[config.mk]
export PLATFORM = sky130hd
export DESIGN_NAME = prio_axi_xbar
export DESIGN_NICKNAME = d
export VERILOG_FILES = /design/src/rtl/xbar_pkg.sv /design/src/rtl/xbar_addr_decode.sv /design/src/rtl/xbar_prio_pick.sv /design/src/rtl/xbar_target_port.sv /design/src/rtl/prio_axi_xbar.sv
export SDC_FILE = /design/constraint.sdc
export NUM_CORES = 1
export LEC_CHECK = 0
export BUFFER_PORTS_ARGS = -buffer_cell sky130_fd_sc_hd__clkbuf_2
export CAP_MARGIN = 20
export CORE_AREA = 2 2 424 426
export DETAILED_ROUTE_END_ITERATION = 10
export DIE_AREA = 0 0 426 428
export PLACE_DENSITY_LB_ADDON = 0.1
export SETUP_SLACK_MARGIN = 0.4
export SLEW_MARGIN = 20
export SYNTH_ARGS = -nofsm -noshare
export SYNTH_HDL_FRONTEND = slang
export SYNTH_SLANG_ARGS = --single-unit
[constraint.sdc]
create_clock -name clk -period 3.3 [get_ports clk]
set_input_delay 0.66 -clock clk [delete_from_list [all_inputs] [get_ports clk]]
set_output_delay 0.66 -clock clk [all_outputs]
set_load 0.02 [all_outputs]
[src/rtl/xbar_pkg.sv]
package xbar_pkg;
    typedef enum logic [1:0] {
        PH_IDLE = 2'd0,
        PH_ADDR = 2'd1,
        PH_RESP = 2'd2
    } phase_e;
endpackage

[src/rtl/xbar_addr_decode.sv]
module xbar_addr_decode #(
    parameter int NM = 4,
    parameter int NS = 4,
    parameter int A  = 32
) (
    input  logic [NM-1:0][A-1:0] addr,
    output logic [NS-1:0][NM-1:0] hit
);
    localparam int SW = $clog2(NS);

    for (genvar s = 0; s < NS; s++) begin : g_tgt
        for (genvar m = 0; m < NM; m++) begin : g_src
            assign hit[s][m] = (addr[m][A-1 -: SW] == SW'(s));
        end
    end
endmodule

[src/rtl/xbar_prio_pick.sv]
module xbar_prio_pick #(
    parameter int N = 4,
    localparam int IW = $clog2(N)
) (
    input  logic [N-1:0]  req,
    output logic          any,
    output logic [IW-1:0] idx
);
    always_comb begin
        any = |req;
        idx = '0;
        for (int i = N - 1; i >= 0; i--) begin
            if (req[i]) idx = IW'(i);
        end
    end
endmodule

[src/rtl/xbar_target_port.sv]
module xbar_target_port
    import xbar_pkg::*;
#(
    parameter int NM = 4,
    parameter int A  = 32,
    parameter int D  = 32,
    localparam int IW = $clog2(NM)
) (
    input  logic                 clk,
    input  logic                 rst_n,
    input  logic [NM-1:0]        ar_valid,
    input  logic [NM-1:0]        ar_hit,
    input  logic [NM-1:0][A-1:0] ar_addr,
    input  logic [NM-1:0]        aw_valid,
    input  logic [NM-1:0]        aw_hit,
    input  logic [NM-1:0][A-1:0] aw_addr,
    input  logic [NM-1:0][D-1:0] w_data,
    input  logic [NM-1:0]        r_ready,
    input  logic [NM-1:0]        b_ready,
    input  logic [NM-1:0]        rd_busy,
    input  logic [NM-1:0]        wr_busy,
    input  logic                 t_ar_ready,
    input  logic                 t_aw_ready,
    input  logic                 t_r_valid,
    input  logic                 t_b_valid,
    output logic                 t_ar_valid,
    output logic [A-1:0]         t_ar_addr,
    output logic                 t_aw_valid,
    output logic [A-1:0]         t_aw_addr,
    output logic [D-1:0]         t_w_data,
    output logic                 t_r_ready,
    output logic                 t_b_ready,
    output logic [NM-1:0]        ar_ready_v,
    output logic [NM-1:0]        aw_ready_v,
    output logic [NM-1:0]        r_valid_v,
    output logic [NM-1:0]        b_valid_v,
    output logic [NM-1:0]        rd_own_v,
    output logic [NM-1:0]        wr_own_v
);
    typedef struct packed {
        phase_e        ph;
        logic [IW-1:0] idx;
        logic          rd;
    } slot_t;

    slot_t st_q, st_d;

    logic [NM-1:0] rd_req, wr_req;
    logic          win_any;
    logic [IW-1:0] win_idx;

    // a pending read of the same master holds back its write
    assign rd_req = ar_valid & ar_hit & ~rd_busy;
    assign wr_req = aw_valid & aw_hit & ~ar_valid & ~wr_busy;

    xbar_prio_pick #(.N(NM)) u_pick (
        .req (rd_req | wr_req),
        .any (win_any),
        .idx (win_idx)
    );

    logic in_addr, in_resp;
    assign in_addr = (st_q.ph == PH_ADDR);
    assign in_resp = (st_q.ph == PH_RESP);

    always_comb begin
        st_d = st_q;
        unique case (st_q.ph)
            PH_IDLE: begin
                if (win_any) begin
                    st_d.ph  = PH_ADDR;
                    st_d.idx = win_idx;
                    st_d.rd  = rd_req[win_idx];
                end
            end
            PH_ADDR: begin
                if (st_q.rd) begin
                    if (ar_valid[st_q.idx] && t_ar_ready) st_d.ph = PH_RESP;
                end else begin
                    if (aw_valid[st_q.idx] && t_aw_ready) st_d.ph = PH_RESP;
                end
            end
            PH_RESP: begin
                if (st_q.rd) begin
                    if (t_r_valid && r_ready[st_q.idx]) st_d.ph = PH_IDLE;
                end else begin
                    if (t_b_valid && b_ready[st_q.idx]) st_d.ph = PH_IDLE;
                end
            end
            default: st_d.ph = PH_IDLE;
        endcase
    end

    always_ff @(posedge clk) begin
        if (!rst_n) begin
            st_q <= '{ph: PH_IDLE, idx: '0, rd: 1'b0};
        end else begin
            st_q <= st_d;
        end
    end

    // target-side forwarding
    assign t_ar_valid = in_addr && st_q.rd && ar_valid[st_q.idx];
    assign t_ar_addr  = ar_addr[st_q.idx];
    assign t_aw_valid = in_addr && !st_q.rd && aw_valid[st_q.idx];
    assign t_aw_addr  = aw_addr[st_q.idx];
    assign t_w_data   = w_data[st_q.idx];
    assign t_r_ready  = in_resp && st_q.rd && r_ready[st_q.idx];
    assign t_b_ready  = in_resp && !st_q.rd && b_ready[st_q.idx];

    // master-side return paths, one bit per master
    for (genvar m = 0; m < NM; m++) begin : g_ret
        logic own;
        assign own           = (st_q.idx == IW'(m));
        assign ar_ready_v[m] = own && in_addr && st_q.rd && t_ar_ready;
        assign aw_ready_v[m] = own && in_addr && !st_q.rd && t_aw_ready;
        assign r_valid_v[m]  = own && in_resp && st_q.rd && t_r_valid;
        assign b_valid_v[m]  = own && in_resp && !st_q.rd && t_b_valid;
        assign rd_own_v[m]   = own && (st_q.ph != PH_IDLE) && st_q.rd;
        assign wr_own_v[m]   = own && (st_q.ph != PH_IDLE) && !st_q.rd;
    end
endmodule

[src/rtl/prio_axi_xbar.sv]
module prio_axi_xbar #(
    parameter int NM     = 4,
    parameter int NS     = 4,
    parameter int ADDR_W = 32,
    parameter int DATA_W = 32
) (
    input  logic                      clk,
    input  logic                      rst_n,
    input  logic [NM-1:0]             m_ar_valid,
    input  logic [NM-1:0][ADDR_W-1:0] m_ar_addr,
    output logic [NM-1:0]             m_ar_ready,
    output logic [NM-1:0]             m_r_valid,
    output logic [NM-1:0][DATA_W-1:0] m_r_data,
    input  logic [NM-1:0]             m_r_ready,
    input  logic [NM-1:0]             m_aw_valid,
    input  logic [NM-1:0][ADDR_W-1:0] m_aw_addr,
    input  logic [NM-1:0][DATA_W-1:0] m_w_data,
    output logic [NM-1:0]             m_aw_ready,
    output logic [NM-1:0]             m_b_valid,
    input  logic [NM-1:0]             m_b_ready,
    output logic [NS-1:0]             s_ar_valid,
    output logic [NS-1:0][ADDR_W-1:0] s_ar_addr,
    input  logic [NS-1:0]             s_ar_ready,
    input  logic [NS-1:0]             s_r_valid,
    input  logic [NS-1:0][DATA_W-1:0] s_r_data,
    output logic [NS-1:0]             s_r_ready,
    output logic [NS-1:0]             s_aw_valid,
    output logic [NS-1:0][ADDR_W-1:0] s_aw_addr,
    output logic [NS-1:0][DATA_W-1:0] s_w_data,
    input  logic [NS-1:0]             s_aw_ready,
    input  logic [NS-1:0]             s_b_valid,
    output logic [NS-1:0]             s_b_ready
);
    logic [NS-1:0][NM-1:0] ar_hit, aw_hit;
    logic [NS-1:0][NM-1:0] arr_v, awr_v, rv_v, bv_v, rown_v, wown_v;
    logic [NM-1:0]         rd_busy, wr_busy;

    xbar_addr_decode #(.NM(NM), .NS(NS), .A(ADDR_W)) u_dec_rd (
        .addr (m_ar_addr),
        .hit  (ar_hit)
    );

    xbar_addr_decode #(.NM(NM), .NS(NS), .A(ADDR_W)) u_dec_wr (
        .addr (m_aw_addr),
        .hit  (aw_hit)
    );

    for (genvar s = 0; s < NS; s++) begin : g_port
        xbar_target_port #(.NM(NM), .A(ADDR_W), .D(DATA_W)) u_port (
            .clk        (clk),
            .rst_n      (rst_n),
            .ar_valid   (m_ar_valid),
            .ar_hit     (ar_hit[s]),
            .ar_addr    (m_ar_addr),
            .aw_valid   (m_aw_valid),
            .aw_hit     (aw_hit[s]),
            .aw_addr    (m_aw_addr),
            .w_data     (m_w_data),
            .r_ready    (m_r_ready),
            .b_ready    (m_b_ready),
            .rd_busy    (rd_busy),
            .wr_busy    (wr_busy),
            .t_ar_ready (s_ar_ready[s]),
            .t_aw_ready (s_aw_ready[s]),
            .t_r_valid  (s_r_valid[s]),
            .t_b_valid  (s_b_valid[s]),
            .t_ar_valid (s_ar_valid[s]),
            .t_ar_addr  (s_ar_addr[s]),
            .t_aw_valid (s_aw_valid[s]),
            .t_aw_addr  (s_aw_addr[s]),
            .t_w_data   (s_w_data[s]),
            .t_r_ready  (s_r_ready[s]),
            .t_b_ready  (s_b_ready[s]),
            .ar_ready_v (arr_v[s]),
            .aw_ready_v (awr_v[s]),
            .r_valid_v  (rv_v[s]),
            .b_valid_v  (bv_v[s]),
            .rd_own_v   (rown_v[s]),
            .wr_own_v   (wown_v[s])
        );
    end

    // ownership seen by every arbiter (from registered state only)
    always_comb begin
        rd_busy = '0;
        wr_busy = '0;
        for (int s = 0; s < NS; s++) begin
            rd_busy = rd_busy | rown_v[s];
            wr_busy = wr_busy | wown_v[s];
        end
    end

    always_comb begin
        m_ar_ready = '0;
        m_aw_ready = '0;
        m_r_valid  = '0;
        m_b_valid  = '0;
        for (int s = 0; s < NS; s++) begin
            m_ar_ready = m_ar_ready | arr_v[s];
            m_aw_ready = m_aw_ready | awr_v[s];
            m_r_valid  = m_r_valid | rv_v[s];
            m_b_valid  = m_b_valid | bv_v[s];
        end
    end

    always_comb begin
        for (int m = 0; m < NM; m++) begin
            m_r_data[m] = '0;
            for (int s = 0; s < NS; s++) begin
                if (rv_v[s][m]) m_r_data[m] = m_r_data[m] | s_r_data[s];
            end
        end
    end
endmodule

==> out/results.tsv, run 1 <==
stage	metric	value	unit
worst_hold_path	worst hold path type	register to register	
synthesis	number of flops mapped to enable cells by yosys	0	
grt	initial antenna violation count	64	
timing	Max Fclk	349	MHz
job	MaxCap Viol Count	0	
setup_path	CP top delay family	buffers and inverters	
placed_design	hpwl dp	137000	um
setup_path	slack of the worst reg-to-reg path	0.60	ns
synthesis	Synth Area per Inst	11.3	um2
timing	setup tns final	0	ns
timing	fin. max-slew vios	0	
timing	RSZ-0062 raised after global routing	yes	
setup_path	crit path capture	m_r_data[12]	
pwr	Leak	9.72	nW
timing	final hold violations	0	
outcome	status	complete, no violations	
grt	gr ovfl total	0	
timing	Tcrit/Tclk final	86.8	%
detailed_routing	WL/cell	35.5	um
synthesis	Main synth FF type	dfxtp_1	
detailed_routing	via count	19943	
setup_path	worst-path cell with the longest stage delay	a222oi_1	
grt	vias in the first global route	20386	
pwr	total power	10.4	mW
die	IO Pins	1090	
final_layout	Reg with most FFs	g_port.u_port.st_q	
final_layout	filler cell count	20465	
clock_network	Clock Latency Late Sink	0.27	ns
final_layout	max FFs per register	20	
die	chip width	426	um
clock_network	H-tree depth	1	
setup_path	CP Depth	8	
setup_path	Reg2Reg Depth	6	
die	Initial Util	8.23	%
pwr	Worst VDD drop	0.000165	V
placed_design	placed insts	4658	
setup_path	WP data required	2.64	ns
detailed_routing	Final ANT Viol Nets	0	
setup_path	worst setup path category	register to output port	
synthesis	Synth async-reset ratio	0	%
clock_network	CTS Buf Count	3	
detailed_routing	1st-iter DRT viols	2356	
pwr	Comb power frac	91.8	%
synthesis	Netlist cell types	71	
setup_path	worst path bufs/invs	3	
pwr	Sw Pwr	6.36	mW
final_layout	layout net count	2884	
grt	first-pass GRT wire length	214000	um
setup_path	crit path capture type	output port	
setup_path	startpoint types	register	
pwr	switching part of the total power	61.3	%
clock_network	Root Driver	clkbuf_16	
final_layout	sequential cell area	440	um2
setup_path	slowest stage delay, CP	0.47	ns
grt	GRT Overall Usage	17.4	%
timing	Setup Skew	0.00346	ns
detailed_routing	DRC Markers	0	
pwr	clock group share of total power	3.6	%
synthesis	Ys Warns	0	
synthesis	synthesized area	0.0146	mm2
clock_network	Worst-path clk slew	0.07	ns
pwr	Cell Pwr Density	427	mW/mm2
placed_design	Placer Congestion	0.920	
synthesis	synthesized flop and latch total	20	
timing	Rel. slew slack	48.3	%
die	row count	155	
setup_path	crit-path cells	nor2b_4 > nand3_4 > buf_4 > nor2_2 > buf_12 > a222oi_1 > nand2_1 > clkbuf_2	
clock_network	Hold Buf Count CTS	0	
die	core box area	0.178	mm2
final_layout	biggest regs	g_port.u_port.st_q (20)	
final_layout	Multi-input gate area	0.0136	mm2
setup_path	Data arrival, critical path	2.20	ns
setup_path	RR Startpoint	g_port[0].u_port.st_q[0]$_SDFFE_PN0P_	
clock_network	CTS tree	built	
final_layout	Syn-to-layout area delta	66.0	%
detailed_routing	Post-Route WL	168000	um
detailed_routing	detailed-route vias per instance	4.22	
setup_path	worst r2r dst	g_port[2].u_port.st_q[0]$_SDFFE_PN0P_	
timing	post-layout min period	2.86	ns
pwr	register share of total power	4.6	%
synthesis	post-synthesis cell count	1300	
die	die area	0.182	mm2
timing	setup violators final	0	
timing	worst-margin pin slew	0.772	ns
pwr	total internal power	4.01	mW
setup_path	Setup crit start	g_port[3].u_port.st_q[3]$_SDFFE_PN0P_	
synthesis	post-synthesis sequential area ratio	2.74	%
clock_network	Longest Clk Path Bufs	2	
final_layout	Finished Layout Cells	4722	
setup_path	crit-path max FO	33	
detailed_routing	DRT Pass-1 Iters	9	
die	height of the die	428	um
final_layout	fraction of layout cells with a size suffix above 1	71.8	%
grt	largest net degree at the start of global routing	57	
placed_design	Port-buffer cells	1089	
synthesis	Post-Syn Nets	1846	
clock_network	Sink Count	20	
## metrics by stage
step	worst slack, ns	hold slack, ns	area [um2]	utilization, %
3_3_place_gp	0.00406	0.664	23400	13.2
2_1_floorplan	0.730	0.610	14600	-
5_1_grt	0.355	0.618	24300	13.7
3_5_place_dp	0.0587	0.647	23400	13.2
6_report	0.437	0.568	24300	13.7
4_1_cts	0.309	0.651	24000	13.5
## cell usage in the layout, fill, tap and decap left out, types with 5 or more instances in the layout
master / n
buf_6: 5
buf_16: 9
buf_4: 57
o22ai_1: 7
nand2b_1: 23
clkbuf_2: 1085
nand3_1: 9
dfxtp_2: 5
o21a_1: 6
o211ai_1: 6
o21ai_1: 5
a222oi_1: 128
nor3b_1: 5
a22oi_1: 5
o221ai_1: 7
or3_1: 6
clkbuf_16: 5
nor3_1: 15
inv_1: 7
nor2b_1: 13
dfxtp_4: 9
and3_1: 16
nor2_4: 10
dfxtp_1: 6
nor4_1: 10
o221a_2: 5
nand2_1: 278
mux4_2: 400
o21ai_0: 6
and3b_1: 6
nor2_1: 21
a21oi_1: 6
or4_1: 8
diode_2: 30
o2111ai_1: 6
buf_12: 38
## power groups by stage
stage	Sequential [mW]	Clock, mW	Combinational, mW
6_report	0.478	0.369	9.53
5_1_grt	0.497	0.389	9.88
4_1_cts	0.485	0.384	9.52
3_5_place_dp	0.515	0	9.29
3_3_place_gp	0.518	0	9.38
2_1_floorplan	0.359	0	5.00
## worst min-delay path by stage
stage / cells past startpoint / endpoint / slack (ns) / start
after floorplan: 3 / g_port[0].u_port.st_q[4]$_SDFFE_PN0P_ / 0.61 / g_port[0].u_port.st_q[3]$_SDFFE_PN0P_
after global placement: 2 / g_port[2].u_port.st_q[0]$_SDFFE_PN0P_ / 0.66 / g_port[2].u_port.st_q[0]$_SDFFE_PN0P_
after detailed placement: 2 / g_port[2].u_port.st_q[0]$_SDFFE_PN0P_ / 0.65 / g_port[2].u_port.st_q[0]$_SDFFE_PN0P_
after CTS: 2 / g_port[3].u_port.st_q[0]$_SDFFE_PN0P_ / 0.65 / g_port[3].u_port.st_q[0]$_SDFFE_PN0P_
after global routing: 2 / g_port[2].u_port.st_q[0]$_SDFFE_PN0P_ / 0.62 / g_port[2].u_port.st_q[0]$_SDFFE_PN0P_
final: 2 / g_port[2].u_port.st_q[0]$_SDFFE_PN0P_ / 0.57 / g_port[2].u_port.st_q[0]$_SDFFE_PN0P_
## layer usage
metal,vias up,GRT usage (%),part of all wire (%)
met5,-,0,0.14
met4,34,7.21,5.5
met3,229,4.44,8.0
met2,1191,32.7,52
met1,10548,18.0,34
li1,7941,-,-
## what timing repair did
item                                    CTS  global route
buffers inserted                         19             3
cloned                                    5             3
endpoints found under the setup margin  300           121
hold endpoints to repair                  0             0
gates resized for setup                  26            22
pin swaps                                 8             2
## final cells by class
class	instances	share of cell area, %
Multi-Input combinational cell	1103	56.0
Timing Repair Buffer	1203	29.2
Tap cell	2355	12.1
Sequential cell	20	1.81
Clock buffer	3	0.309
Antenna cell	30	0.309
Clock inverter	1	0.124
Inverter	7	0.108
## cells by family after synthesis
kind of cell / after synthesis / share of synthesized area (%)
flops: 20 / 2.74
buf+inv: 179 / 5.59
compound gates: 236 / 14.7
simple gates: 462 / 15.1
mux: 403 / 61.8
## cell usage after synthesis (all sizes together) (6+ instances only)
cell | instances | share of area (%)
o22ai | 8 | 0.38
o221ai | 8 | 0.52
o211ai | 6 | 0.31
a222oi | 128 | 8.8
o2111ai | 6 | 0.36
o21ai | 12 | 0.49
or3 | 6 | 0.26
nor3 | 18 | 0.62
mux4 | 400 | 62
nand3 | 12 | 0.41
nor4 | 15 | 0.98
and3b | 6 | 0.36
nor2b | 19 | 0.81
dfxtp | 20 | 2.7
and3 | 16 | 0.68
clkbuf | 94 | 2.4
or4 | 9 | 0.49
nand2b | 24 | 1.0
o21a | 6 | 0.31
nand2 | 278 | 7.1
buf | 78 | 3.0
nor2 | 33 | 0.85
inv | 7 | 0.18
a21oi | 7 | 0.27
or2 | 8 | 0.36
## worst reg2reg max path, cell delays in order, from the launching register on
cell      delay (ns)
dfxtp_1         0.59
inv_1           0.30
o32a_1          0.47
and4_1          0.25
or4_1           0.47
o221ai_1        0.34
mux2i_1         0.15
Note: power is estimated with default switching activity, not from simulation.
==> run 2: changes to the inputs <==
--- a/config.mk
+++ b/config.mk
@@ -5,6 +5,7 @@
 export SDC_FILE = /design/constraint.sdc
 export NUM_CORES = 1
 export LEC_CHECK = 0
+export ABC_AREA = 1
 export BUFFER_PORTS_ARGS = -buffer_cell sky130_fd_sc_hd__clkbuf_2
 export CAP_MARGIN = 20
 export CORE_AREA = 2 2 424 426
==> run 2 against run 1 <==
Compared with the run above: sequential power is 5.2% lower; core utilization is 0.83 points lower; non-clock buffer count is 2 lower; cell count is 19% higher; register-to-register slack worse by 0.06 ns; clock skew is 0.0018 ns lower; combinational power is 59% higher; critical path type unchanged; critical path depth is 1 lower; synthesized area is 7.5% lower; maximum frequency is 1.4% lower; clock power is 16% lower; flip-flop and latch count stayed put.
==> out/results.tsv, run 2 <==
stage	metric	value	unit	change
timing	Rel. slew slack	45.4	%	was 48.3%
clock_network	Hold Buf Count CTS	0		unchanged
timing	Max Fclk	344	MHz	was 349 MHz
synthesis	post-synthesis cell count	2283		was 1,300
clock_network	Worst-path clk slew	0.07	ns	about the same
synthesis	top cells by count, synth	399 x a22oi_1, 399 x o221ai_1, 378 x inv_1, 175 x nand2_1, 147 x clkbuf_1		was 400 x mux4_2, 278 x nand2_1, 128 x a222oi_1, 93 x clkbuf_1, 47 x buf_2
synthesis	Netlist cell types	33		was 71
placed_design	hpwl dp	140000	um	was 137,000 um
worst_hold_path	worst hold path type	register to register		unchanged
synthesis	Synth area leaders	o221ai_1 26%, a22oi_1 22%, inv_1 10%, o22ai_1 5.9%, a21oi_1 5.2%		was mux4_2 62%, a222oi_1 8.8%, nand2_1 7.1%, dfxtp_1 2.7%, clkbuf_1 2.4%
clock_network	Sink Count	20		unchanged
synthesis	post-synthesis sequential area ratio	2.96	%	was 2.74%
outcome	status	complete, no violations		unchanged
grt	first-pass GRT wire length	239000	um	was 214,000 um
synthesis	Synth async-reset ratio	0	%	unchanged
setup_path	startpoint types	register		unchanged
timing	Tcrit/Tclk final	88.0	%	was 86.8%
final_layout	Reg with most FFs	g_port.u_port.st_q		unchanged
job	MaxCap Viol Count	0		unchanged
final_layout	filler cell count	21266		was 20,465
detailed_routing	DRT Pass-1 Iters	5		was 9
detailed_routing	DRC Markers	0		unchanged
synthesis	number of flops mapped to enable cells by yosys	0		unchanged
clock_network	CTS tree	built		unchanged
detailed_routing	Post-Route WL	183000	um	was 168,000 um
setup_path	crit-path max FO	43		was 33
clock_network	Root Driver	clkbuf_16		unchanged
timing	setup violators final	0		unchanged
final_layout	layout net count	3788		was 2,884
clock_network	H-tree depth	1		unchanged
final_layout	Multi-input gate area	0.0108	mm2	was 0.0136 mm2
synthesis	Yosys top cell area share	25.8	%	was 61.6%
synthesis	synthesized area	0.0135	mm2	was 0.0146 mm2
final_layout	biggest regs	g_port.u_port.st_q (20)		unchanged
placed_design	Port-buffer cells	1089		unchanged
final_layout	Syn-to-layout area delta	68.6	%	was 66.0%
synthesis	Synth Area per Inst	5.93	um2	was 11.3 um2
final_layout	max FFs per register	20		unchanged
setup_path	worst setup path category	register to output port		unchanged
timing	final hold violations	0		unchanged
die	die area	0.182	mm2	unchanged
final_layout	most common cell after layout, fill and taps aside	clkbuf_2		unchanged
pwr	Worst VDD drop	0.000432	V	was 0.000165 V
detailed_routing	WL/cell	32.6	um	was 35.5 um
clock_network	CTS Buf Count	3		unchanged
synthesis	Post-Syn Nets	2829		was 1,846
setup_path	cell mode on critical path	buf_12		
die	chip width	426	um	unchanged
grt	gr ovfl total	0		unchanged
pwr	Cell Pwr Density	699	mW/mm2	was 427 mW/mm2
setup_path	slowest stage delay, CP	0.40	ns	was 0.47 ns
setup_path	crit path capture type	output port		unchanged
grt	vias in the first global route	24921		was 20,386
die	height of the die	428	um	unchanged
placed_design	Placer Congestion	0.859		was 0.920
die	IO Pins	1090		unchanged
placed_design	placed insts	5573		was 4,658
detailed_routing	Final ANT Viol Nets	0		unchanged
final_layout	sequential cell area	414	um2	was 440 um2
die	core box area	0.178	mm2	unchanged
setup_path	CP top delay family	buffers and inverters		unchanged
synthesis	Main synth FF type	dfxtp_1		unchanged
final_layout	most frequent cells in the layout	1,071 x clkbuf_2, 398 x a22oi_1, 389 x o221ai_1		was 1,085 x clkbuf_2, 400 x mux4_2, 278 x nand2_1
timing	worst-margin pin slew	0.819	ns	was 0.772 ns
setup_path	crit-path cells	buf_4 > nor2_4 > buf_12 > buf_12 > a22oi_2 > o221ai_1 > clkbuf_2		was nor2b_4 > nand3_4 > buf_4 > nor2_2 > buf_12 > a222oi_1 > nand2_1 > clkbuf_2
timing	RSZ-0062 raised after global routing	yes		unchanged
pwr	Leak	10.7	nW	was 9.72 nW
setup_path	worst-path cell with the longest stage delay	a22oi_2		was a222oi_1
die	Initial Util	7.62	%	was 8.23%
die	row count	155		unchanged
setup_path	WP data required	2.64	ns	about the same
synthesis	synthesized flop and latch total	20		unchanged
clock_network	Longest Clk Path Bufs	2		unchanged
synthesis	Ys Warns	0		unchanged
final_layout	fraction of layout cells with a size suffix above 1	40.0	%	was 71.8%
synthesis	post-synth top area cell	o221ai_1		was mux4_2
timing	setup tns final	0	ns	unchanged
timing	Setup Skew	0.00166	ns	was 0.00346 ns
final_layout	Finished Layout Cells	5618		was 4,722
timing	post-layout min period	2.90	ns	was 2.86 ns
setup_path	worst path bufs/invs	4		was 3
timing	fin. max-slew vios	0		unchanged
grt	GRT Overall Usage	18.8	%	was 17.4%
setup_path	Data arrival, critical path	2.24	ns	was 2.20 ns
detailed_routing	detailed-route vias per instance	4.54		was 4.22
detailed_routing	via count	25508		was 19,943
detailed_routing	1st-iter DRT viols	2322		was 2,356
grt	initial antenna violation count	76		was 64
clock_network	Clock Latency Late Sink	0.27	ns	about the same
grt	largest net degree at the start of global routing	73		was 57
run 2: changes by cell type in the layout (fill, tap and decap cells not counted), moves of 121 or more:
cell and delta:
mux4_2 -400, a22oi_1 +393, o221ai_1 +382, inv_1 +364, a21oi_1 +135, a222oi_1 -128, o22ai_1 +121
run 2: logic make-up after synthesis:
logic type	Yosys count	synth area share (%)
compound gates	1212	64.6
buf+inv	642	18.8
simple gates	409	13.6
flops	20	2.96
run 2: area by class of cell:
type | count | area share, %
multi-input combinational | 1621 | 47.4
timing repair buffer | 1201 | 30.6
tap | 2355 | 12.9
inverter | 394 | 6.65
sequential | 20 | 1.82
clock buffer | 4 | 0.389
antenna | 22 | 0.241
timing repair inverter | 1 | 0.0384
run 2: final timing paths:
path         cells after the start                               endpoint  slack (ns)                                   from
min                              2  g_port[3].u_port.st_q[2]$_SDFFE_PN0P_        0.54  g_port[3].u_port.st_q[2]$_SDFFE_PN0P_
max reg2reg                     15  g_port[1].u_port.st_q[0]$_SDFFE_PN0P_        0.54  g_port[1].u_port.st_q[2]$_SDFFE_PN0P_
min reg2reg                      2  g_port[3].u_port.st_q[2]$_SDFFE_PN0P_        0.54  g_port[3].u_port.st_q[2]$_SDFFE_PN0P_
max                              7                           s_w_data[10]        0.40  g_port[0].u_port.st_q[2]$_SDFFE_PN0P_
run 2: metal layers:
metal / part of all wire [%] / wire length [um] / vias to the layer above / global-route usage (%)
li1: - / - / 10896 / -
met5: 0.075 / 138 / - / 0
met2: 49 / 89000 / 1302 / 32.4
met1: 43 / 78800 / 13069 / 24.2
met4: 2.4 / 4380 / 22 / 3.75
met3: 6.0 / 11100 / 219 / 3.28
run 2: timing repair:
| item | in CTS | in global routing |
|---|---|---|
| setup endpoints to repair | 157 | 138 |
| cloned | 5 | 3 |
| buffers inserted | 11 | 0 |
| pin swaps | 3 | 0 |
| gates resized for setup | 40 | 67 |
run 2: worst register-to-register path: cells and delay by family (launching register included):
| family | cells | cell delay, ns |
|---|---|---|
| AO/OA/AOI/OAI | 2 | 0.21 |
| buffers and inverters | 5 | 0.87 |
| flip-flops | 1 | 0.34 |
| AND/OR/NAND/NOR | 8 | 1.27 |
run 2: per-stage QoR:
stage | utilization, % | cell area (um2) | setup slack (ns) | hold slack (ns) | power, mW
global route | 12.8 | 22800 | 0.349 | 0.561 | 16.7
finish | 12.8 | 22800 | 0.397 | 0.536 | 15.9
detailed placement | 12.4 | 22100 | 0.370 | 0.579 | 15.1
global placement | 12.4 | 22100 | 0.406 | 0.575 | 15.2
CTS | 12.7 | 22600 | 0.292 | 0.537 | 16.0
floorplan | - | 13500 | 1.01 | 0.476 | 8.12
run 2: power by group:
part | switching (mW) | internal [mW] | total, mW
Clock | 0.123 | 0.186 | 0.309
Sequential | 0.115 | 0.338 | 0.453
Combinational | 10.8 | 4.38 | 15.2
Total | 11.0 | 4.90 | 15.9
==> run 3: changes to the inputs <==
--- a/config.mk
+++ b/config.mk
@@ -6,7 +6,7 @@
 export NUM_CORES = 1
 export LEC_CHECK = 0
 export ABC_AREA = 1
-export BUFFER_PORTS_ARGS = -buffer_cell sky130_fd_sc_hd__clkbuf_2
+export BUFFER_PORTS_ARGS = -buffer_cell sky130_fd_sc_hd__buf_2
 export CAP_MARGIN = 20
 export CORE_AREA = 2 2 424 426
 export DETAILED_ROUTE_END_ITERATION = 10
==> run 3 against run 2 <==
Compared with the run above: worst hold slack got worse by 0.015 ns; combinational power shrank 3%; setup slack improved by 0.020 ns; via count shrank 0.25%; largest cell class unchanged; global-route usage fell by 0.23 points; first-iteration DRC count is 6.2% lower; sequential share of layout area hardly changed; final area fell by 0.46%; critical path depth shrank 2; cell count is essentially flat; flip-flop and latch count is the same; highest routed layer unchanged; clock skew is 0.011 ns higher.
==> out/results.tsv, run 3 (synthesis results as in run 2) <==
stage	metric	value	unit	change
outcome	status	complete, no violations		unchanged
detailed_routing	detailed-route vias per instance	4.53		was 4.54
pwr	total internal power	4.89	mW	was 4.90 mW
final_layout	biggest regs	g_port.u_port.st_q (20)		unchanged
timing	Tcrit/Tclk final	87.4	%	was 88.0%
pwr	Leak	10.7	nW	about the same
grt	vias in the first global route	24999		was 24,921
die	Initial Util	7.62	%	unchanged
detailed_routing	1st-iter DRT viols	2179		was 2,322
timing	fin. max-slew vios	0		unchanged
grt	GRT Overall Usage	18.5	%	was 18.8%
worst_hold_path	WHS Path Cells	2		unchanged
timing	Max Fclk	347	MHz	was 344 MHz
die	height of the die	428	um	unchanged
detailed_routing	WL/cell	32.6	um	about the same
clock_network	Root Driver	clkbuf_16		unchanged
clock_network	CTS tree	built		unchanged
setup_path	WP data required	2.64	ns	about the same
setup_path	worst r2r dst	g_port[1].u_port.st_q[0]$_SDFFE_PN0P_		unchanged
timing	RSZ-0062 raised after global routing	yes		unchanged
detailed_routing	DRT Pass-1 Iters	6		was 5
pwr	Worst VDD drop	0.000413	V	was 0.000432 V
setup_path	RR Startpoint	g_port[0].u_port.st_q[2]$_SDFFE_PN0P_		was g_port[1].u_port.st_q[2]$_SDFFE_PN0P_
die	die area	0.182	mm2	unchanged
grt	gr ovfl total	0		unchanged
setup_path	Data arrival, critical path	2.22	ns	was 2.24 ns
pwr	Comb power frac	94.7	%	was 95.2%
clock_network	Hold Buf Count CTS	0		unchanged
setup_path	worst setup path category	register to output port		unchanged
grt	largest net degree at the start of global routing	67		was 73
pwr	clock group share of total power	2.3	%	was 1.9%
setup_path	crit-path max FO	47		was 43
die	IO Pins	1090		unchanged
job	MaxCap Viol Count	0		unchanged
worst_hold_path	origin of the worst min-delay path	g_port[3].u_port.st_q[2]$_SDFFE_PN0P_		unchanged
timing	final hold violations	0		unchanged
placed_design	Placement Cell Area	0.0221	mm2	about the same
pwr	register share of total power	3.0	%	was 2.8%
timing	setup tns final	0	ns	unchanged
pwr	Sw Pwr	10.6	mW	was 11.0 mW
clock_network	Worst-path clk slew	0.06	ns	was 0.07 ns
detailed_routing	Post-Route WL	183000	um	about the same
final_layout	Syn-to-layout area delta	67.8	%	was 68.6%
clock_network	CTS Buf Count	3		unchanged
clock_network	Longest Clk Path Bufs	2		unchanged
grt	first-pass GRT wire length	237000	um	was 239,000 um
die	chip width	426	um	unchanged
grt	initial antenna violation count	92		was 76
placed_design	Placer Congestion	0.891		was 0.859
worst_hold_path	Worst Hold End	g_port[3].u_port.st_q[2]$_SDFFE_PN0P_		unchanged
final_layout	fraction of layout cells with a size suffix above 1	39.6	%	was 40.0%
pwr	Cell Pwr Density	683	mW/mm2	was 699 mW/mm2
detailed_routing	via count	25444		was 25,508
timing	post-layout min period	2.88	ns	was 2.90 ns
clock_network	Sink Count	20		unchanged
clock_network	Clock Latency Late Sink	0.27	ns	about the same
timing	Setup Skew	0.0128	ns	was 0.00166 ns
detailed_routing	DRC Markers	0		unchanged
die	row count	155		unchanged
setup_path	slack of the worst reg-to-reg path	0.63	ns	was 0.54 ns
setup_path	crit path capture type	output port		unchanged
placed_design	Port-buffer cells	1089		unchanged
pwr	switching part of the total power	68.5	%	was 69.2%
detailed_routing	Final ANT Viol Nets	0		unchanged
clock_network	H-tree depth	1		unchanged
timing	setup violators final	0		unchanged
setup_path	startpoint types	register		unchanged
final_layout	Reg with most FFs	g_port.u_port.st_q		unchanged
final_layout	max FFs per register	20		unchanged
final_layout	layout net count	3779		was 3,788
timing	Rel. slew slack	56.5	%	was 45.4%
final_layout	most frequent cells in the layout	1,083 x buf_2, 396 x a22oi_1, 396 x o221ai_1		was 1,071 x clkbuf_2, 398 x a22oi_1, 389 x o221ai_1
setup_path	Reg2Reg Depth	13		was 15
final_layout	most common cell after layout, fill and taps aside	buf_2		was clkbuf_2
placed_design	hpwl dp	142000	um	was 140,000 um
timing	worst-margin pin slew	0.652	ns	was 0.819 ns
die	core box area	0.178	mm2	unchanged
timing	final hold slack	0.522	ns	was 0.536 ns
worst_hold_path	worst hold path type	register to register		unchanged
final_layout	final instance area	0.0227	mm2	was 0.0228 mm2
## run 3: worst max-delay path by stage
stage               endpoint  cells past startpoint  slack [ns]                             startpoint
2_1_floorplan   m_r_data[11]                      7        1.01                           s_r_valid[0]
3_3_place_gp    s_w_data[75]                      7        0.16  g_port[2].u_port.st_q[1]$_SDFFE_PN0P_
3_5_place_dp    s_w_data[75]                      7        0.23  g_port[2].u_port.st_q[1]$_SDFFE_PN0P_
4_1_cts         s_w_data[75]                      7        0.36  g_port[2].u_port.st_q[2]$_SDFFE_PN0P_
5_1_grt         m_r_data[16]                     11        0.40  g_port[0].u_port.st_q[2]$_SDFFE_PN0P_
6_report       s_w_data[125]                      5        0.42  g_port[3].u_port.st_q[1]$_SDFFE_PN0P_
## run 3: area by class of cell
| type | instances | area (um2) |
|---|---|---|
| Antenna cell | 27 | 67.6 |
| Clock buffer | 3 | 75.1 |
| Clock inverter | 1 | 30.0 |
| Fill cell | 21251 | 155000 |
| Inverter | 394 | 1510 |
| Multi-Input combinational cell | 1621 | 10800 |
| Sequential cell | 20 | 418 |
| Tap cell | 2355 | 2950 |
| Timing Repair Buffer | 1193 | 6900 |
## run 3: layer usage
| layer | wire length [um] | vias up | track usage, % |
|---|---|---|---|
| met2 | 91000 | 1270 | 32.8 |
| met1 | 77500 | 12998 | 23.5 |
| met5 | 180 | - | 0 |
| li1 | - | 10891 | - |
| met3 | 10000 | 255 | 2.76 |
| met4 | 4350 | 30 | 4.01 |
## run 3: worst max-delay path: stages, from the launching register on
cell	delay, ns
dfxtp_1	0.43
nand2_4	0.10
buf_12	0.19
buf_4	0.39
o221ai_1	0.43
buf_2	0.25
## run 3: timing repair
item / in CTS / in global routing
endpoints found under the setup margin: 215 / 82
pin swaps: 2 / 3
gates cloned: 2 / 5
endpoints found under the hold margin: 0 / 0
gates resized for setup: 44 / 32
setup buffers: 2 / 0
## run 3: power groups by stage
stage	logic, mW	clock network (mW)	registers, mW
6_report	14.7	0.353	0.464
5_1_grt	15.4	0.374	0.479
4_1_cts	14.7	0.370	0.452
3_5_place_dp	14.5	0	0.449
3_3_place_gp	14.5	0	0.452
2_1_floorplan	7.72	0	0.395
## run 3: per-stage QoR
stage	util, %	setup WS (ns)	total power [mW]	instances
finish	12.8	0.417	15.5	5614
global route	12.8	0.399	16.3	5602
CTS	12.6	0.365	15.5	5582
detailed placement	12.4	0.226	14.9	5574
global placement	12.4	0.163	15.0	5574
floorplan	-	1.01	8.12	2283
